$ cat config.mk
export PLATFORM = sky130hd
export DESIGN_NAME = apt_translator
export DESIGN_NICKNAME = d
export VERILOG_FILES = /design/src/rtl/apt_pkg.sv /design/src/rtl/apt_cam.sv /design/src/rtl/apt_prio.sv /design/src/rtl/apt_use.sv /design/src/rtl/apt_translator.sv
export SDC_FILE = /design/constraint.sdc
export NUM_CORES = 1
export LEC_CHECK = 0
export ABC_AREA = 1
export BUFFER_PORTS_ARGS = -buffer_cell sky130_fd_sc_hd__buf_4
export CORE_ASPECT_RATIO = 0.6
export CORE_UTILIZATION = 40
export DETAILED_ROUTE_END_ITERATION = 16
export PLACE_DENSITY = 0.58
export RECOVER_POWER = 100
export REMOVE_ABC_BUFFERS = 1
export SYNTH_ARGS = -nofsm -noshare
export SYNTH_HDL_FRONTEND = slang
export SYNTH_HIERARCHICAL = 1
export SYNTH_SLANG_ARGS = --single-unit
$ cat constraint.sdc
create_clock -name clk -period 3.69 [get_ports clk]
set_input_delay 0.1845 -clock clk [delete_from_list [all_inputs] [get_ports clk]]
set_output_delay 0.1845 -clock clk [all_outputs]
set_load 0.005 [all_outputs]
$ cat src/rtl/apt_pkg.sv
package apt_pkg;
  typedef enum logic [1:0] {
    LK_MISS   = 2'd0,
    LK_HIT    = 2'd1,
    LK_LOCKED = 2'd2
  } lookup_e;
endpackage

$ cat src/rtl/apt_cam.sv
module apt_cam #(
  parameter int NFRAMES = 32,
  parameter int BLK_W   = 9,
  parameter int FW      = 5
) (
  input  logic               clk,
  input  logic               rst_n,
  input  logic               wr_en,
  input  logic [FW-1:0]      wr_frame,
  input  logic [BLK_W-1:0]   wr_block,
  input  logic               wr_valid,
  input  logic               lk_en,
  input  logic [FW-1:0]      lk_frame,
  input  logic               lk_val,
  input  logic [BLK_W-1:0]   key,
  output logic [NFRAMES-1:0] match,
  output logic [NFRAMES-1:0] lock_vec
);
  for (genvar g = 0; g < NFRAMES; g++) begin : g_entry
    logic [BLK_W-1:0] blk_q;
    logic             vld_q;
    logic             lck_q;
    logic             sel_wr;
    logic             sel_lk;

    assign sel_wr = wr_en && (wr_frame == FW'(g));
    assign sel_lk = lk_en && (lk_frame == FW'(g));

    always_ff @(posedge clk or negedge rst_n) begin
      if (!rst_n) begin
        blk_q <= '0;
        vld_q <= 1'b0;
        lck_q <= 1'b0;
      end else begin
        if (sel_wr) begin
          blk_q <= wr_block;
          vld_q <= wr_valid;
        end
        if (sel_lk) lck_q <= lk_val;
      end
    end

    assign match[g]    = vld_q && (blk_q == key);
    assign lock_vec[g] = lck_q;
  end
endmodule

$ cat src/rtl/apt_prio.sv
module apt_prio #(
  parameter int N  = 32,
  parameter int FW = 5
) (
  input  logic [N-1:0]  req,
  output logic          any,
  output logic          multi,
  output logic [FW-1:0] idx
);
  always_comb begin
    idx = '0;
    for (int i = N - 1; i >= 0; i--) begin
      if (req[i]) idx = FW'(i);
    end
  end

  assign any   = |req;
  assign multi = |(req & (req - N'(1)));
endmodule

$ cat src/rtl/apt_use.sv
module apt_use #(
  parameter int N  = 32,
  parameter int FW = 5
) (
  input  logic          clk,
  input  logic          rst_n,
  input  logic          set_en,
  input  logic [FW-1:0] set_idx,
  input  logic          clr,
  output logic [N-1:0]  bits
);
  logic [N-1:0] bits_q;

  for (genvar g = 0; g < N; g++) begin : g_bit
    logic hit_g;
    assign hit_g = set_en && (set_idx == FW'(g));
    always_ff @(posedge clk or negedge rst_n) begin
      if (!rst_n)     bits_q[g] <= 1'b0;
      else if (hit_g) bits_q[g] <= 1'b1;
      else if (clr)   bits_q[g] <= 1'b0;
    end
  end

  assign bits = bits_q;
endmodule

$ cat src/rtl/apt_translator.sv
module apt_translator
  import apt_pkg::*;
#(
  parameter int NFRAMES = 32,
  parameter int BLK_W   = 9,
  parameter int LINE_W  = 9,
  parameter int ADDR_W  = 24,
  localparam int FW     = $clog2(NFRAMES)
) (
  input  logic               clk,
  input  logic               rst_n,
  input  logic               req_valid,
  output logic               req_ready,
  input  logic [ADDR_W-1:0]  req_addr,
  output logic               rsp_valid,
  output logic               rsp_hit,
  output logic               rsp_multi,
  output logic [FW-1:0]      rsp_frame,
  output logic [LINE_W-1:0]  rsp_line,
  output logic               fault_irq,
  output logic [ADDR_W-1:0]  fault_addr,
  input  logic               fault_ack,
  input  logic               ld_we,
  input  logic [FW-1:0]      ld_frame,
  input  logic [BLK_W-1:0]   ld_block,
  input  logic               ld_valid,
  input  logic               lk_we,
  input  logic [FW-1:0]      lk_frame,
  input  logic               lk_val,
  output logic [NFRAMES-1:0] use_bits,
  input  logic               use_clr
);
  logic [BLK_W-1:0]   key;
  logic [NFRAMES-1:0] match;
  logic [NFRAMES-1:0] lock_vec;
  logic               any_hit;
  logic               multi_hit;
  logic [FW-1:0]      win_idx;
  lookup_e            status;
  logic               accept;

  assign key = req_addr[LINE_W +: BLK_W];

  apt_cam #(.NFRAMES(NFRAMES), .BLK_W(BLK_W), .FW(FW)) u_cam (
    .clk      (clk),
    .rst_n    (rst_n),
    .wr_en    (ld_we),
    .wr_frame (ld_frame),
    .wr_block (ld_block),
    .wr_valid (ld_valid),
    .lk_en    (lk_we),
    .lk_frame (lk_frame),
    .lk_val   (lk_val),
    .key      (key),
    .match    (match),
    .lock_vec (lock_vec)
  );

  apt_prio #(.N(NFRAMES), .FW(FW)) u_prio (
    .req   (match),
    .any   (any_hit),
    .multi (multi_hit),
    .idx   (win_idx)
  );

  always_comb begin
    if (!any_hit)               status = LK_MISS;
    else if (lock_vec[win_idx]) status = LK_LOCKED;
    else                        status = LK_HIT;
  end

  assign req_ready = !fault_irq && (status != LK_LOCKED);
  assign accept    = req_valid && req_ready;

  apt_use #(.N(NFRAMES), .FW(FW)) u_use (
    .clk     (clk),
    .rst_n   (rst_n),
    .set_en  (accept && (status == LK_HIT)),
    .set_idx (win_idx),
    .clr     (use_clr),
    .bits    (use_bits)
  );

  always_ff @(posedge clk or negedge rst_n) begin
    if (!rst_n) begin
      rsp_valid <= 1'b0;
      rsp_hit   <= 1'b0;
      rsp_multi <= 1'b0;
      rsp_frame <= '0;
      rsp_line  <= '0;
    end else begin
      rsp_valid <= accept;
      if (accept) begin
        rsp_hit   <= (status == LK_HIT);
        rsp_multi <= multi_hit;
        rsp_frame <= win_idx;
        rsp_line  <= req_addr[LINE_W-1:0];
      end
    end
  end

  always_ff @(posedge clk or negedge rst_n) begin
    if (!rst_n) begin
      fault_irq  <= 1'b0;
      fault_addr <= '0;
    end else if (accept && (status == LK_MISS)) begin
      fault_irq  <= 1'b1;
      fault_addr <= req_addr;
    end else if (fault_ack) begin
      fault_irq  <= 1'b0;
    end
  end
endmodule

==> metrics.cfg <==
[placed_design]
io_buffers=126
place.gp.congestion=0.952
place_inst=3876
placed_area_mm2=0.0246
dp_hpwl_um=50600

[status]
violations=max-capacitance violations, max-slew violations, negative setup slack
outcome=finished, violations left

[global_routing]
gr-total-overflow=0
grt_usage_pct=26.0
grt_pass1_vias=18700
grt_max_degree=108
grt_antenna_before_repair=1
grt_first_pass_wirelength_um=113000

[yosys]
ys_warn_count=6
synthTopCellsByArea=dfrtp_1 (48%), nand2_1 (20%), o21ai_1 (6.6%)
synth-seq-cells=426
syn_inst=3029
yosysSeqAreaShare_pct=47.6
synth_area_mm2=0.0224
yosysMostFrequentCell=nand2_1
synthTopCellsByCount=nand2_1 (1208), dfrtp_1 (426), o21ai_1 (296), nor2_1 (276), inv_1 (252)
synth_top_area_cell=dfrtp_1
synthFlopType=dfrtp_1
synth-async-reset-ratio_pct=100
ys_types=37
synth_top_area_share_pct=47.6
synth_edf_count=0
synth.avg_cell_area_um2=7.39

[critical_path]
r2r_start=u_cam/g_entry[30].blk_q[7]
ff2ff_setup_slack_ns=-0.71
criticalPathCategory=register to primary output
crit_path_max_fanout=7
critPathSlowestCell=dfrtp_1
worst_setup_path_start_kind=register
rr_endpoint=rsp_frame[2]
critPathTopFamily=simple AND/OR/NAND/NOR gates
max_stage_delay_ns=0.41
rr_worst_depth=53
crit_required_ns=3.51
path_buf_inv=6
cpMostUsedCell=nand2_1
arrival_ns=4.35
worstSetupEndpointType=primary output

[timing]
max_freq_mhz=220
min_period_ns=4.54
grt_setup_unrepaired=true
hold_viol=0
relSlewSlack_pct=-68.9
fin_ws_ns=-0.847
fin_crit_sh_pct=123
finalMaxSlewViolations=109
fin_skew_ns=0.0205
fin_hold_ws_ns=0.0324
finalSetupViolCount=50
worst_pin_slew_ns=2.53

[floorplanning]
die_w_um=308
dieArea_mm2=0.0570
fp-row-count=66
start_util_pct=40.9
core_mm2=0.0548
io-pin-count=127
die_h_um=185

[cells_and_area]
num-fill-cells=5414
seqCellArea_mm2=0.0107
final_cell_area_mm2=0.0265
fin_cells=3998
multi_input_area_mm2=0.00970
final_layout_size_suffix_gt1_share_pct=14.6
nNetsFinal=3269
syn2layout_area_growth_pct=18.2
n_antenna_cell=0

[clocking]
cts.clk_slew.worst_paths_ns=0.07
clock_path_buffers=3
cts_buffers=42
cts_tree=yes
htreeDepth=2
insertion_delay_ns=0.56
cts-root-buf=clkbuf_16
cts_sinks=426

[route]
dr_total_vias=20300
drc=0
viasPerCell=5.07
firstDrtPassIters=6
wire_per_inst_um=18.6
drt_iter0_drc=2337
ant_nets=0
finalWirelength_um=74400

[min_path]
min_from=req_valid
hold_path_depth=3
hold_end=rsp_line[0]
hp-class=input port to register

[flow_run]
cap_violations=2

[pwr]
vdd_ir_drop_max_v=0.000283
power_density_mw_per_mm2=498
power_leakage_nw=13.5

==> what timing repair did <==
item                                   4_1_cts  5_1_grt
pin swaps                                   19       19
buffers inserted                            17        6
setup endpoints to repair                   50       50
hold buffers                                17        0
cloned                                       2        3
endpoints found under the hold margin      109        0
gates resized for setup                     36       46
==> metal layers <==
| layer | wire [µm] | track usage, % | up-vias |
|---|---|---|---|
| met2 | 30500 | 37.0 | 772 |
| li1 | - | - | 9675 |
| met1 | 35400 | 39.8 | 9698 |
| met3 | 6780 | 5.23 | 122 |
| met5 | 0 | 0 | - |
| met4 | 1680 | 6.61 | 0 |
==> cells by family (layout without fill, tap and decap cells) <==
| group | Yosys count | in the layout | synth area share (%) |
|---|---|---|---|
| compound gates | 386 | 386 | 8.85 |
| xor+xnor | 88 | 88 | 3.44 |
| buf+inv | 469 | 690 | 10.1 |
| flops | 426 | 426 | 47.6 |
| mux | 24 | 24 | 1.21 |
| simple gates | 1636 | 1636 | 28.8 |
==> layout by cell type, fill, tap and decap left out, drive strengths merged <==
cell,count
dlygate4sd3,17
nor4,2
nand3,101
a21oi,6
a211oi,1
nand4,17
o21ai,369
dfrtp,426
xnor2,11
a221oi,1
xor2,77
nand2,1219
clkinvlp,3
bufinv,3
buf,238
o31ai,2
nor3,5
o2111ai,2
mux2,24
clkinv,9
a21boi,2
a31oi,2
nand3b,1
inv,266
a2111o,1
clkbuf,154
nor2,291
==> worst register-to-register path, delay by kind of cell, from the launching register on <==
kind,cells,cell delay [ns]
buffers and inverters,8,1.03
DFF,1,0.38
AOI/OAI and AO/OA,1,0.07
and+or+nand+nor,44,2.82
==> where the power goes <==
group          total [mW]  internal (mW)  switching, mW
clock                4.50           2.58           1.92
combinational        2.58           1.05           1.52
sequential           6.10           5.49          0.608
total                13.2           9.13           4.05
==> sequential cells by signal, summed over array words and instances, names as in the netlist <==
signal,cells
rsp_line,9
u_cam/g_entry.lck_q,32
rsp_hit,1
rsp_frame,5
fault_irq,1
u_cam/g_entry.vld_q,32
u_use/bits,32
u_cam/g_entry.blk_q,288
rsp_valid,1
fault_addr,24
rsp_multi,1
==> per-stage QoR <==
| step | setup TNS (ns) | total power, mW | setup WS, ns | util [%] |
|---|---|---|---|---|
| 2_1_floorplan | -26.59 | 7.62 | -0.719 | - |
| 3_3_place_gp | -26.79 | 8.68 | -0.573 | 44.9 |
| 3_5_place_dp | -27.79 | 8.78 | -0.600 | 44.9 |
| 4_1_cts | -26.79 | 13.3 | -0.817 | 48.3 |
| 5_1_grt | -68.86 | 13.9 | -1.28 | 48.4 |
| 6_report | -32.54 | 13.2 | -0.847 | 48.4 |
==> final cells by class <==
| class | count | area share, % |
|---|---|---|
| tap | 748 | 3.53 |
| sequential | 426 | 40.3 |
| timing repair inverter | 1 | 0.0284 |
| timing repair buffer | 344 | 10.3 |
| clock inverter | 12 | 0.543 |
| inverter | 268 | 3.88 |
| multi-input combinational | 2134 | 36.6 |
| clock buffer | 65 | 4.79 |
==> how the worst max path moves through the flow <==
| stage | from | endpoint | slack [ns] | depth (start not counted) |
|---|---|---|---|---|
| after floorplan | req_addr[11] | u_use/bits[0] | -0.72 | 51 |
| after global placement | req_addr[14] | u_use/bits[0] | -0.57 | 53 |
| after detailed placement | req_addr[14] | u_use/bits[7] | -0.60 | 54 |
| after CTS | u_cam/g_entry[31].blk_q[7] | req_ready | -0.82 | 49 |
| after global routing | u_cam/g_entry[29].blk_q[2] | req_ready | -1.28 | 49 |
| final | u_cam/g_entry[31].blk_q[7] | req_ready | -0.85 | 49 |
No activity file was read; power rests on OpenSTA's default activity.
